$ cat src/rtl/plic_regdec_pkg.sv
package plic_regdec_pkg;

    typedef enum logic [2:0] {
        RG_NONE,
        RG_PRIO,
        RG_PEND,
        RG_EN,
        RG_THR,
        RG_CLAIM
    } region_e;

    typedef struct packed {
        region_e     region;
        logic [7:0]  ctx;
        logic [7:0]  word;
        logic [15:0] src;
    } dec_t;

    function automatic int unsigned words_for(int unsigned n);
        return (n + 31) / 32;
    endfunction

    function automatic logic in_window(logic [31:0] a, int unsigned base, int unsigned len);
        return (a >= base) && (a < base + len);
    endfunction

endpackage

$ cat src/rtl/plic_regdec_decode.sv
module plic_regdec_decode
    import plic_regdec_pkg::*;
#(
    parameter int unsigned ADDR_W     = 16,
    parameter int unsigned N_SRC      = 40,
    parameter int unsigned N_CTX      = 2,
    parameter int unsigned PRIO_BASE  = 32'h0000,
    parameter int unsigned PEND_BASE  = 32'h1000,
    parameter int unsigned EN_BASE    = 32'h2000,
    parameter int unsigned EN_STRIDE  = 32'h80,
    parameter int unsigned CTX_BASE   = 32'h4000,
    parameter int unsigned CTX_STRIDE = 32'h1000
) (
    input  logic [ADDR_W-1:0] addr,
    output dec_t              dec
);
    localparam int unsigned N_WORDS = words_for(N_SRC);
    localparam int unsigned EN_SH   = $clog2(EN_STRIDE);
    localparam int unsigned CTX_SH  = $clog2(CTX_STRIDE);

    logic [31:0] a32;
    logic [31:0] off;
    logic [31:0] low;
    logic [31:0] widx;

    assign a32 = 32'(addr);

    always_comb begin
        dec        = '0;
        dec.region = RG_NONE;
        off        = '0;
        low        = '0;
        widx       = '0;
        if (a32[1:0] == 2'b00) begin
            if (in_window(a32, PRIO_BASE, (N_SRC - 1) * 4)) begin
                off        = a32 - PRIO_BASE;
                dec.region = RG_PRIO;
                dec.src    = 16'((off >> 2) + 1);
            end else if (in_window(a32, PEND_BASE, N_WORDS * 4)) begin
                off        = a32 - PEND_BASE;
                dec.region = RG_PEND;
                dec.word   = 8'(off >> 2);
            end else if (in_window(a32, EN_BASE, N_CTX * EN_STRIDE)) begin
                off  = a32 - EN_BASE;
                low  = off & (EN_STRIDE - 1);
                widx = low >> 2;
                if (widx < N_WORDS) begin
                    dec.region = RG_EN;
                    dec.ctx    = 8'(off >> EN_SH);
                    dec.word   = 8'(widx);
                end
            end else if (in_window(a32, CTX_BASE, N_CTX * CTX_STRIDE)) begin
                off     = a32 - CTX_BASE;
                low     = off & (CTX_STRIDE - 1);
                dec.ctx = 8'(off >> CTX_SH);
                if (low == 32'd0) begin
                    dec.region = RG_THR;
                end else if (low == 32'd4) begin
                    dec.region = RG_CLAIM;
                end
            end
        end
    end

endmodule

$ cat src/rtl/plic_regdec_store.sv
module plic_regdec_store
    import plic_regdec_pkg::*;
#(
    parameter int unsigned N_SRC  = 40,
    parameter int unsigned N_CTX  = 2,
    parameter int unsigned PRIO_W = 3,
    parameter int unsigned N_PRIO = 7
) (
    input  logic                    clk,
    input  logic                    rst,
    input  logic                    we,
    input  dec_t                    dec,
    input  logic [31:0]             wdata,
    output logic [N_SRC*PRIO_W-1:0] prio_q,
    output logic [N_CTX*N_SRC-1:0]  en_q,
    output logic [N_CTX*PRIO_W-1:0] thr_q
);
    assign prio_q[PRIO_W-1:0] = '0;

    for (genvar s = 1; s < N_SRC; s++) begin : g_prio
        always_ff @(posedge clk) begin
            if (rst) begin
                prio_q[s*PRIO_W +: PRIO_W] <= '0;
            end else if (we && dec.region == RG_PRIO && dec.src == 16'(s)) begin
                prio_q[s*PRIO_W +: PRIO_W] <= wdata[PRIO_W-1:0];
            end
        end
    end

    for (genvar c = 0; c < N_CTX; c++) begin : g_ctx
        for (genvar s = 0; s < N_SRC; s++) begin : g_en
            always_ff @(posedge clk) begin
                if (rst) begin
                    en_q[c*N_SRC + s] <= 1'b0;
                end else if (we && dec.region == RG_EN && dec.ctx == 8'(c)
                             && dec.word == 8'(s / 32)) begin
                    en_q[c*N_SRC + s] <= wdata[s % 32];
                end
            end
        end

        always_ff @(posedge clk) begin
            if (rst) begin
                thr_q[c*PRIO_W +: PRIO_W] <= '0;
            end else if (we && dec.region == RG_THR && dec.ctx == 8'(c)
                         && wdata <= 32'(N_PRIO)) begin
                thr_q[c*PRIO_W +: PRIO_W] <= wdata[PRIO_W-1:0];
            end
        end

        assert_thr_bound_R5: assert property (@(posedge clk) disable iff (rst)
            32'(thr_q[c*PRIO_W +: PRIO_W]) <= 32'(N_PRIO));
    end

endmodule

$ cat src/rtl/plic_regdec.sv
module plic_regdec
    import plic_regdec_pkg::*;
#(
    parameter int unsigned ADDR_W     = 16,
    parameter int unsigned N_SRC      = 40,
    parameter int unsigned N_CTX      = 2,
    parameter int unsigned PRIO_W     = 3,
    parameter int unsigned N_PRIO     = 7,
    parameter int unsigned PRIO_BASE  = 32'h0000,
    parameter int unsigned PEND_BASE  = 32'h1000,
    parameter int unsigned EN_BASE    = 32'h2000,
    parameter int unsigned EN_STRIDE  = 32'h80,
    parameter int unsigned CTX_BASE   = 32'h4000,
    parameter int unsigned CTX_STRIDE = 32'h1000,
    localparam int unsigned ID_W      = $clog2(N_SRC)
) (
    input  logic                    clk,
    input  logic                    rst,
    input  logic                    req_valid,
    input  logic                    req_write,
    input  logic [ADDR_W-1:0]       req_addr,
    input  logic [31:0]             req_wdata,
    output logic                    rsp_ready,
    output logic [31:0]             rsp_rdata,
    input  logic [N_SRC-1:0]        pend_i,
    input  logic [N_CTX*ID_W-1:0]   claim_id_i,
    output logic [N_CTX-1:0]        claim_o,
    output logic [N_CTX-1:0]        cmpl_o,
    output logic [ID_W-1:0]         cmpl_id_o,
    output logic [N_SRC*PRIO_W-1:0] prio_o,
    output logic [N_CTX*N_SRC-1:0]  en_o,
    output logic [N_CTX*PRIO_W-1:0] thr_o
);
    localparam int unsigned N_WORDS = words_for(N_SRC);
    localparam int unsigned PAD_W   = N_WORDS * 32;

    dec_t              dec;
    logic [31:0]       rd_c;
    logic [PAD_W-1:0]  pend_pad;

    plic_regdec_decode #(
        .ADDR_W(ADDR_W), .N_SRC(N_SRC), .N_CTX(N_CTX),
        .PRIO_BASE(PRIO_BASE), .PEND_BASE(PEND_BASE),
        .EN_BASE(EN_BASE), .EN_STRIDE(EN_STRIDE),
        .CTX_BASE(CTX_BASE), .CTX_STRIDE(CTX_STRIDE)
    ) u_decode (
        .addr(req_addr),
        .dec (dec)
    );

    plic_regdec_store #(
        .N_SRC(N_SRC), .N_CTX(N_CTX), .PRIO_W(PRIO_W), .N_PRIO(N_PRIO)
    ) u_store (
        .clk   (clk),
        .rst   (rst),
        .we    (req_valid && req_write),
        .dec   (dec),
        .wdata (req_wdata),
        .prio_q(prio_o),
        .en_q  (en_o),
        .thr_q (thr_o)
    );

    assign pend_pad  = PAD_W'(pend_i);
    assign cmpl_id_o = req_wdata[ID_W-1:0];

    for (genvar c = 0; c < N_CTX; c++) begin : g_strobe
        assign claim_o[c] = req_valid && !req_write && dec.region == RG_CLAIM
                            && dec.ctx == 8'(c);
        assign cmpl_o[c]  = req_valid && req_write && dec.region == RG_CLAIM
                            && dec.ctx == 8'(c) && req_wdata < 32'(N_SRC);
    end

    always_comb begin
        rd_c = '0;
        unique case (dec.region)
            RG_PRIO: begin
                for (int s = 1; s < N_SRC; s++) begin
                    if (dec.src == 16'(s)) rd_c = 32'(prio_o[s*PRIO_W +: PRIO_W]);
                end
            end
            RG_PEND: begin
                for (int w = 0; w < N_WORDS; w++) begin
                    if (dec.word == 8'(w)) rd_c = pend_pad[w*32 +: 32];
                end
            end
            RG_EN: begin
                for (int c = 0; c < N_CTX; c++) begin
                    for (int s = 0; s < N_SRC; s++) begin
                        if (dec.ctx == 8'(c) && dec.word == 8'(s / 32))
                            rd_c[s % 32] = en_o[c*N_SRC + s];
                    end
                end
            end
            RG_THR: begin
                for (int c = 0; c < N_CTX; c++) begin
                    if (dec.ctx == 8'(c)) rd_c = 32'(thr_o[c*PRIO_W +: PRIO_W]);
                end
            end
            RG_CLAIM: begin
                for (int c = 0; c < N_CTX; c++) begin
                    if (dec.ctx == 8'(c)) rd_c = 32'(claim_id_i[c*ID_W +: ID_W]);
                end
            end
            default: rd_c = '0;
        endcase
    end

    always_ff @(posedge clk) begin
        if (rst) begin
            rsp_ready <= 1'b0;
            rsp_rdata <= '0;
        end else begin
            rsp_ready <= req_valid;
            rsp_rdata <= (req_valid && !req_write) ? rd_c : 32'd0;
        end
    end

    assert_misaligned_zero_R1: assert property (@(posedge clk) disable iff (rst)
        (req_valid && req_addr[1:0] != 2'b00) |=> (rsp_rdata == 32'd0));

    assert_misaligned_nostrobe_R1: assert property (@(posedge clk) disable iff (rst)
        (req_addr[1:0] != 2'b00) |-> (claim_o == '0 && cmpl_o == '0));

    assert_ready_pulse_R9: assert property (@(posedge clk) disable iff (rst)
        req_valid |=> rsp_ready);

    assert_ready_idle_R9: assert property (@(posedge clk) disable iff (rst)
        !req_valid |=> !rsp_ready);

    assert_write_data_zero_R9: assert property (@(posedge clk) disable iff (rst)
        (req_valid && req_write) |=> (rsp_rdata == 32'd0));

    assert_claim_read_R6: assert property (@(posedge clk) disable iff (rst)
        (claim_o != '0) |-> (req_valid && !req_write && $onehot0(claim_o)));

    assert_cmpl_write_R7: assert property (@(posedge clk) disable iff (rst)
        (cmpl_o != '0) |-> (req_valid && req_write && req_wdata < 32'(N_SRC)
                            && $onehot0(cmpl_o)));

endmodule

$ cat config.mk
export PLATFORM = sky130hd
export DESIGN_NAME = plic_regdec
export DESIGN_NICKNAME = d
export VERILOG_FILES = /design/src/rtl/plic_regdec_pkg.sv /design/src/rtl/plic_regdec_decode.sv /design/src/rtl/plic_regdec_store.sv /design/src/rtl/plic_regdec.sv
export SDC_FILE = /design/constraint.sdc
export NUM_CORES = 1
export LEC_CHECK = 0
export ABC_AREA = 1
export BUFFER_PORTS_ARGS = -buffer_cell sky130_fd_sc_hd__clkbuf_2
export CORE_MARGIN = 2
export CORE_UTILIZATION = 50
export CTS_BUF_LIST = sky130_fd_sc_hd__clkbuf_4
export DETAILED_ROUTE_END_ITERATION = 7
export PLACE_DENSITY = 0.76
export SETUP_SLACK_MARGIN = 0.4
export SYNTH_ARGS = -nofsm -noshare
export SYNTH_HDL_FRONTEND = slang
export SYNTH_HIERARCHICAL = 1
export SYNTH_SLANG_ARGS = --single-unit
export TNS_END_PERCENT = 1
$ cat constraint.sdc
create_clock -name clk -period 9 [get_ports clk]
set_clock_uncertainty 0.15 [all_clocks]
set_input_delay 1.8 -clock clk [delete_from_list [all_inputs] [get_ports clk]]
set_output_delay 1.8 -clock clk [all_outputs]
set_load 0.01 [all_outputs]
==> flow_metrics.py, run 1 <==
metrics = {
    "cells_and_area": {
        "synthToLayoutAreaGrowth_pct": 19.1,
        "nets": 2596,
        "layout-drive-gt1-share": 0.220,
        "post-route-util": 0.601,
        "final_cells": 2866,
        "n_fill_cell": 2651,
    },
    "sta": {
        "post-route-period-util": 0.834,
        "hold_violations": 0,
        "fmax_mhz": 133,
        "fin_crit_ns": 7.51,
        "setup_violations": 0,
        "slew_headroom": 0.198,
        "worstMarginPinSlew_ns": 1.20,
        "report.final.slew_viol_count": 0,
        "rsz0062_at_grt": "no",
        "hold-worst-slack_ns": 0.335,
        "fin_setup_tns_ns": 0,
    },
    "logic_synthesis": {
        "syn_avg_cell_area_um2": 6.23,
        "synth-xor-area-share": 0.00325,
        "yosysMostFrequentCell": "nand2_1",
        "synth_cells": 2163,
        "synth_common_cells": "623 x nand2_1, 355 x nor2_1, 236 x dfxtp_1",
        "ys_types": 46,
        "synthSimpleGateAreaFrac": 0.439,
        "yosysWarningCount": 6,
        "syn_area_um2": 13500,
        "synth-seq-cells": 236,
        "synth_top_area_cell": "dfxtp_1",
        "synth_flop_cell": "dfxtp_1",
        "yosys.area_share.adder": 0.00835,
        "async_reset_ff_frac": 0,
        "yosysTopAreaCellShare": 0.350,
        "synth_edf_count": 0,
        "synth_mux_area_frac": 0,
        "synth_top_family_by_area": "simple AND/OR/NAND/NOR gates",
        "synth-compound-area-share": 0.0999,
        "synth_area_leaders": "dfxtp_1 35%, nand2_1 17%, nor2_1 9.9%",
        "seq_area_frac_synth": 0.350,
    },
    "placed_design": {
        "gp_congestion": 1.04,
        "dp_cells": 2756,
        "dp_hpwl_um": 36000,
        "portBuffers": 349,
    },
    "floorplanning": {
        "io-pin-count": 353,
        "core_um2": 26700,
        "dieArea_um2": 28300,
        "initial_core_util": 0.505,
        "die_y_um": 168,
        "die_w_um": 168,
        "core.rowCount": 60,
    },
    "cts": {
        "htreeDepth": 3,
        "ctsResizeCount": 0,
        "cts_tree": "built",
        "cts.sinks": 236,
        "cts_max_path_buffers": 3,
        "cts_hold_buf": 0,
        "root_buffer": "clkbuf_4",
        "clk_pin_slew_ns": 0.06,
        "clkLatencyLatePin_ns": 0.67,
        "cts_made_buffers": 66,
        "cts_setup_buffers": 0,
    },
    "pwr": {
        "swShare": 0.263,
        "seq_power_share": 0.478,
        "worst_ir_drop_vdd_v": 0.0000993,
        "power.density_nw_per_um2": 136,
        "p_int_mw": 1.61,
        "p_leak_nw": 7.24,
        "pwr-share-clk": 0.455,
        "combinationalPowerShare": 0.067,
        "p_switching_uw": 575,
    },
    "grt": {
        "grt_pass1_wl_um": 75400,
        "grtUsageTotal": 0.332,
        "grt_max_degree": 122,
        "grt-ovfl-total": 0,
        "antenna_found_initial": 1,
        "grt_pass1_vias": 14300,
    },
    "critical_path": {
        "path_cells": "clkbuf_2 > inv_1 > ha_1 > inv_1 > nor2_1 > nand2_1 > nor2_1 > nand2_1 > a21oi_2 > nand2_1 > nor3_1 > inv_1 > or2_2 > nor2_1 > nand3_1 > or4_1 > nor2_1 > clkbuf_2",
        "end_kind": "output pin",
        "cp_data_arrival_time_ns": 5.56,
        "cp_slowest_cell": "or4_1",
        "path_max_fanout": 9,
        "critPathMaxStageDelay_ns": 0.68,
        "cp.required_ns": 7.05,
        "critPathKind": "primary input to output pin",
        "crit_path_frequent_cell": "nor2_1",
        "start_kind": "primary input",
    },
    "run_status": {
        "status": "completed",
    },
    "route": {
        "route.detailed.drc": 0,
        "via_count": 15700,
        "wl_per_cell_um": 17.2,
        "dr.pass1.iters": 6,
        "dr.first_iter.drc_count": 1499,
        "routed_wirelength_um": 49200,
        "vias_per_cell": 5.47,
        "antenna_left": 0,
    },
    "run": {
        "maxCapViolCount": 0,
    },
    "hold_path": {
        "hold_path.class": "register to register",
    },
}
## worst max-delay path, delay by kind of cell
family | cells | cell delay, ns
adders and majority gates | 1 | 0.17
AOI/OAI and AO/OA | 1 | 0.20
and+or+nand+nor | 11 | 2.73
buffers and inverters | 5 | 0.65
## power by group through the flow
stage	Clock [mW]	Combinational [mW]	Sequential [mW]
2_1_floorplan	0	0.0900	1.07
3_3_place_gp	0	0.142	1.07
3_5_place_dp	0	0.143	1.07
4_1_cts	1.01	0.143	1.04
5_1_grt	1.06	0.159	1.04
6_report	0.995	0.146	1.04
## area by class of cell
cell class                 instances  area, um2  share of cell area
multi-input combinational       1626       7510               0.467
sequential                       236       4720               0.294
timing repair buffer             368       1890               0.118
inverter                         185        696              0.0433
clock buffer                      91        683              0.0425
tap                              341        427              0.0266
clock inverter                    17        134             0.00833
antenna                            2       5.00            0.000312
## kinds of logic after synthesis
| kind of cell | after synthesis |
|---|---|
| AND/OR/NAND/NOR | 1351 |
| adder cells (fa/ha/maj) | 9 |
| buffers and inverters | 313 |
| AO/OA/AOI/OAI | 247 |
| XOR/XNOR | 5 |
| other | 2 |
| flip-flops | 236 |
## cell usage in the layout (no fill, tap or decap), types with 7 or more instances in the layout
cell      netlist  routed
nand3_1       168     168
inv_1         173     172
clkinv_1        2       8
nand2_2         8       8
buf_4          23      19
a21oi_1       121     121
nand4_1        88      88
nor2_4         21      23
inv_2           9      12
or2_2          10      10
nor3_1         35      34
clkbuf_2        0     349
o211ai_1        8       8
dfxtp_1       236     236
nor2_2         18      20
ha_1            9       9
nor4_1          8       7
nor2_1        355     351
a22o_1         14      14
clkbuf_4        0      91
conb_1          2      14
o21ai_0        85      85
nand2_1       623     623
## final timing paths
kind / from / to / slack (ns) / cells after the start
max: req_addr[13] / cmpl_o[0] / 1.49 / 18
min: u_store/en_q[57] / u_store/en_q[57] / 0.33 / 2
max reg2reg: u_store/prio_q[5] / rsp_rdata[2] / 6.06 / 42
min reg2reg: u_store/en_q[57] / u_store/en_q[57] / 0.33 / 2
## state kept, by name, indices dropped and copies added (netlist names)
| signal | flops |
|---|---|
| u_store/prio_q | 117 |
| rsp_rdata | 32 |
| rsp_ready | 1 |
| u_store/thr_q | 6 |
| u_store/en_q | 80 |
## routing by layer
metal  global-route usage  routed length, um  part of all wire
met1                0.388              19000              0.39
met2                0.561              23000              0.47
met3               0.0712               4390             0.089
met4                0.194               2840             0.058
met5                    0                  0                 0
## per-stage QoR
step	instance area, um2	setup slack, ns	power [mW]
floorplan	13500	2.54	1.16
global placement	15200	1.60	1.21
detailed placement	15200	1.58	1.21
CTS	16100	1.55	2.20
global route	16100	1.21	2.27
finish	16100	1.49	2.19
No activity file was read; power rests on OpenSTA's default activity.
==> run 2: changes to the inputs <==
- PLACE_DENSITY: 0.76 -> 0.79
- clock period: 9 -> 6.65 ns (I/O delays scaled with it)
==> flow_metrics.py, run 2 (synthesized netlist as in run 1, its figures left out) <==
metrics = {
    "sta": {
        "fmax_mhz": 167,
        "hold-worst-slack_ns": 0.330,
        "rsz0062_at_grt": "yes",
        "fin_setup_tns_ns": 0,
        "post-route-period-util": 0.898,
        "setup_violations": 0,
        "worstMarginPinSlew_ns": 1.19,
        "report.final.slew_viol_count": 0,
        "slew_headroom": 0.209,
        "fin_crit_ns": 5.97,
        "hold_violations": 0,
        "timing.final.ws_setup_ns": 0.676,
    },
    "floorplanning": {
        "initial_core_util": 0.505,
        "core_um2": 26700,
        "io-pin-count": 353,
        "die_y_um": 168,
        "core.rowCount": 60,
        "die_w_um": 168,
        "dieArea_um2": 28300,
    },
    "critical_path": {
        "critPathKind": "primary input to output pin",
        "cp_data_arrival_time_ns": 4.49,
        "timing.rr.start": "u_store/prio_q[5]",
        "startpoint": "req_addr[13]",
        "cp.required_ns": 5.17,
        "end_kind": "output pin",
        "start_kind": "primary input",
        "path_max_fanout": 9,
    },
    "cts": {
        "cts_hold_buf": 0,
        "cts.sinks": 236,
        "clk_pin_slew_ns": 0.06,
        "cts_max_path_buffers": 3,
        "cts_tree": "built",
        "cts_made_buffers": 61,
        "root_buffer": "clkbuf_4",
        "clkLatencyLatePin_ns": 0.73,
        "htreeDepth": 2,
    },
    "cells_and_area": {
        "post-route-util": 0.602,
        "nets": 2599,
        "layout-drive-gt1-share": 0.219,
        "largest_reg_flops": 117,
        "final_cell_mix": "623 x nand2_1, 351 x nor2_1, 349 x clkbuf_2",
        "largestRegisters": "u_store/prio_q x117, u_store/en_q x80, rsp_rdata x32",
        "synthToLayoutAreaGrowth_pct": 19.3,
        "final_common_cell": "nand2_1",
        "largest-register": "u_store/prio_q",
    },
    "run_status": {
        "status": "completed",
    },
    "hold_path": {
        "hold_path.class": "register to register",
        "hp-start": "u_store/en_q[52]",
    },
    "run": {
        "maxCapViolCount": 0,
    },
    "grt": {
        "grt_max_degree": 83,
        "grtUsageTotal": 0.325,
        "antenna_found_initial": 1,
        "grt_pass1_wl_um": 74200,
        "grt-ovfl-total": 0,
        "grt_pass1_vias": 14200,
    },
    "route": {
        "antenna_left": 0,
        "via_count": 15600,
        "dr.pass1.iters": 6,
        "vias_per_cell": 5.44,
        "route.detailed.drc": 0,
        "dr.first_iter.drc_count": 1492,
        "wl_per_cell_um": 16.7,
        "routed_wirelength_um": 47800,
    },
    "placed_design": {
        "dp_hpwl_um": 35700,
        "pre_cts_slack_ns": 0.416,
        "portBuffers": 349,
        "gp_congestion": 0.952,
    },
    "pwr": {
        "power.density_nw_per_um2": 178,
        "p_leak_nw": 7.25,
        "worst_ir_drop_vdd_v": 0.000154,
        "total_power_mw": 2.87,
    },
}
-- run 2: cell types whose count changed in the layout (fill, tap and decap cells not counted), moves of 2 or more --
cell      previous run  this run
inv_2               12        10
clkinv_1             8        16
clkinv_2             5         3
clkbuf_4            91        82
buf_4               19        27
-- run 2: layer usage --
metal	global-route usage	part of all wire	up-vias
met3	0.0738	0.095	190
li1	-	-	7608
met5	0	0	-
met1	0.380	0.38	6967
met2	0.546	0.46	830
met4	0.191	0.062	0
-- run 2: layout make-up --
class | count | area (um2)
Sequential cell | 236 | 4720
Clock buffer | 82 | 616
Inverter | 185 | 697
Fill cell | 2545 | 10600
Multi-Input combinational cell | 1626 | 7520
Clock inverter | 21 | 144
Tap cell | 341 | 427
Timing Repair Buffer | 376 | 1950
Antenna cell | 2 | 5.00
-- run 2: power by group --
part	internal (mW)	switching, mW	leakage [nW]
clock	0.646	0.611	0.443
sequential	1.41	0.000123	1.90
combinational	0.0553	0.141	4.90
-- run 2: timing repair --
item | CTS | global route
setup endpoints to repair | 0 | 3
setup buffers | 0 | 0
gates resized for setup | 0 | 4
-- run 2: critical path, stage by stage --
cell and delay (ns):
clkbuf_2 0.17, inv_1 0.17, ha_1 0.16, inv_1 0.03, nor2_1 0.08, nand2_1 0.06, nor2_1 0.15, nand2_1 0.09
a21oi_2 0.18, nand2_1 0.17, nor3_4 0.24, inv_1 0.08, or2_2 0.32, nor2_1 0.11, buf_4 0.19, nand3_1 0.09
or4_4 0.59, nor2_1 0.13, clkbuf_2 0.15
-- run 2: stage by stage --
stage	cells	area, um2
final	2869	16100
after global routing	2868	16100
after CTS	2867	16100
after detailed placement	2764	15300
after global placement	2764	15300
after floorplan	2175	13500
-- run 2: path summary, 6_finish.rpt --
check	cells past startpoint	slack, ns	endpoint
max	19	0.68	cmpl_o[1]
max reg2reg	42	3.66	rsp_rdata[2]
min	2	0.33	u_store/en_q[52]
min reg2reg	2	0.33	u_store/en_q[52]
==> run 3: changes to the inputs <==
- CORE_UTILIZATION: 50 -> 35
- PLACE_DENSITY: 0.79 -> not set
==> flow_metrics.py, run 3 (synthesized netlist as in run 1, its figures left out) <==
metrics = {
    "run_status": {
        "status": "completed",
    },
    "floorplanning": {
        "core_um2": 37800,
        "die_w_um": 200,
        "core.rowCount": 71,
        "initial_core_util": 0.356,
        "dieArea_um2": 40100,
        "die_y_um": 200,
        "io-pin-count": 353,
    },
    "placed_design": {
        "dp_hpwl_um": 39100,
        "gp_congestion": 0.935,
        "dp_cells": 2941,
        "pre_cts_slack_ns": 0.357,
        "portBuffers": 349,
        "place_area_um2": 15600,
    },
    "route": {
        "vias_per_cell": 5.04,
        "antenna_left": 0,
        "wl_per_cell_um": 17.1,
        "dr.first_iter.drc_count": 987,
        "route.detailed.drc": 0,
        "dr.pass1.iters": 7,
        "routed_wirelength_um": 52300,
        "via_count": 15400,
    },
    "critical_path": {
        "path_buf_inv": 6,
        "crit_path_frequent_cell": "nor2_1",
        "cp_slowest_cell": "or4_4",
        "critPathMaxStageDelay_ns": 0.60,
        "startpoint": "req_addr[13]",
        "reg2reg_slack_ns": 3.56,
        "path_cells": "clkbuf_2 > inv_1 > ha_1 > inv_1 > nor2_1 > nand2_1 > nor2_1 > nand2_1 > a21oi_2 > nand2_1 > nor3_4 > inv_1 > or2_2 > nor2_1 > buf_4 > nand3_1 > or4_4 > nor2_1 > clkbuf_2",
        "cp_data_arrival_time_ns": 4.46,
        "r2r.worst_path.cells": 42,
        "cp_top_family": "simple AND/OR/NAND/NOR gates",
        "path_max_fanout": 9,
        "setup.worst_path.end": "cmpl_o[0]",
        "path_depth": 19,
        "critPathKind": "primary input to output pin",
        "cp.required_ns": 5.17,
        "end_kind": "output pin",
        "r2r_end": "rsp_rdata[2]",
        "timing.rr.start": "u_store/prio_q[5]",
        "start_kind": "primary input",
    },
    "cts": {
        "clkLatencyLatePin_ns": 0.76,
        "htreeDepth": 3,
        "root_buffer": "clkbuf_4",
        "cts.sinks": 236,
        "cts_max_path_buffers": 3,
        "cts_made_buffers": 71,
        "cts_tree": "built",
        "clk_pin_slew_ns": 0.05,
        "cts_hold_buf": 0,
    },
    "hold_path": {
        "hold_path.class": "register to register",
        "hp-start": "u_store/en_q[67]",
        "worstHoldPathCells": 2,
    },
    "sta": {
        "hold-worst-slack_ns": 0.331,
        "fmax_mhz": 168,
        "rsz0062_at_grt": "no",
        "fin_crit_ns": 5.94,
        "hold_violations": 0,
        "setup_violations": 0,
        "report.final.slew_viol_count": 0,
        "post-route-period-util": 0.893,
        "worstMarginPinSlew_ns": 0.978,
        "fin_setup_tns_ns": 0,
        "slew_headroom": 0.343,
        "timing.final.ws_setup_ns": 0.709,
    },
    "cells_and_area": {
        "final_common_cell": "nand2_1",
        "post-route-util": 0.434,
        "final_cell_mix": "623 x nand2_1, 351 x nor2_1, 349 x clkbuf_2",
        "nets": 2616,
        "fin_area_um2": 16400,
        "largestRegisters": "u_store/prio_q x117, u_store/en_q x80, rsp_rdata x32",
        "synthToLayoutAreaGrowth_pct": 21.7,
        "largest_reg_flops": 117,
        "final_cells": 3056,
        "layout-drive-gt1-share": 0.228,
        "largest-register": "u_store/prio_q",
        "n_fill_cell": 4087,
    },
    "grt": {
        "grt-ovfl-total": 0,
        "grt_pass1_vias": 14600,
        "grtUsageTotal": 0.255,
        "grt_pass1_wl_um": 81500,
        "antenna_found_initial": 2,
        "grt_max_degree": 91,
    },
    "pwr": {
        "p_leak_nw": 7.34,
        "total_power_mw": 2.95,
        "worst_ir_drop_vdd_v": 0.000110,
        "power.density_nw_per_um2": 180,
    },
    "run": {
        "maxCapViolCount": 0,
    },
}
## run 3: routing by layer
metal / vias up / wire length, um / track usage
met5: - / 13 / 0
met2: 643 / 24000 / 0.421
met1: 6975 / 21400 / 0.308
li1: 7654 / - / -
met4: 2 / 2490 / 0.126
met3: 140 / 4410 / 0.0672
## run 3: timing repair
item                                    4_1_cts  5_1_grt
setup buffers                                 0        0
resized for setup                             1        2
endpoints found under the setup margin        2        2
gates cloned                                  0        0
pin swaps                                     0        0
## run 3: area by class of cell
type                            instances  area [um2]  share of cell area
Multi-Input combinational cell       1626        7540               0.459
Sequential cell                       236        4720               0.288
Timing Repair Buffer                  383        2000               0.122
Clock buffer                          103         773              0.0471
Inverter                              185         696              0.0424
Tap cell                              511         639              0.0389
Clock inverter                         11        42.5             0.00259
Antenna cell                            1        2.50            0.000152
## run 3: worst min path at each step
stage	end	slack (ns)
floorplan	u_store/en_q[41]	0.34
global placement	u_store/en_q[20]	0.32
detailed placement	u_store/en_q[67]	0.32
CTS	u_store/en_q[67]	0.33
global route	u_store/en_q[7]	0.35
finish	u_store/en_q[67]	0.33
## run 3: where the power goes
part           switching (mW)  internal [mW]
Sequential          0.0000976           1.41
Clock                   0.639          0.699
Combinational           0.144         0.0562
Total                   0.783           2.17
## run 3: tightest hold or removal path: stages (launching register included)
cell and delay [ns]:
dfxtp_1 0.32, nand2_1 0.06, a21oi_1 0.05
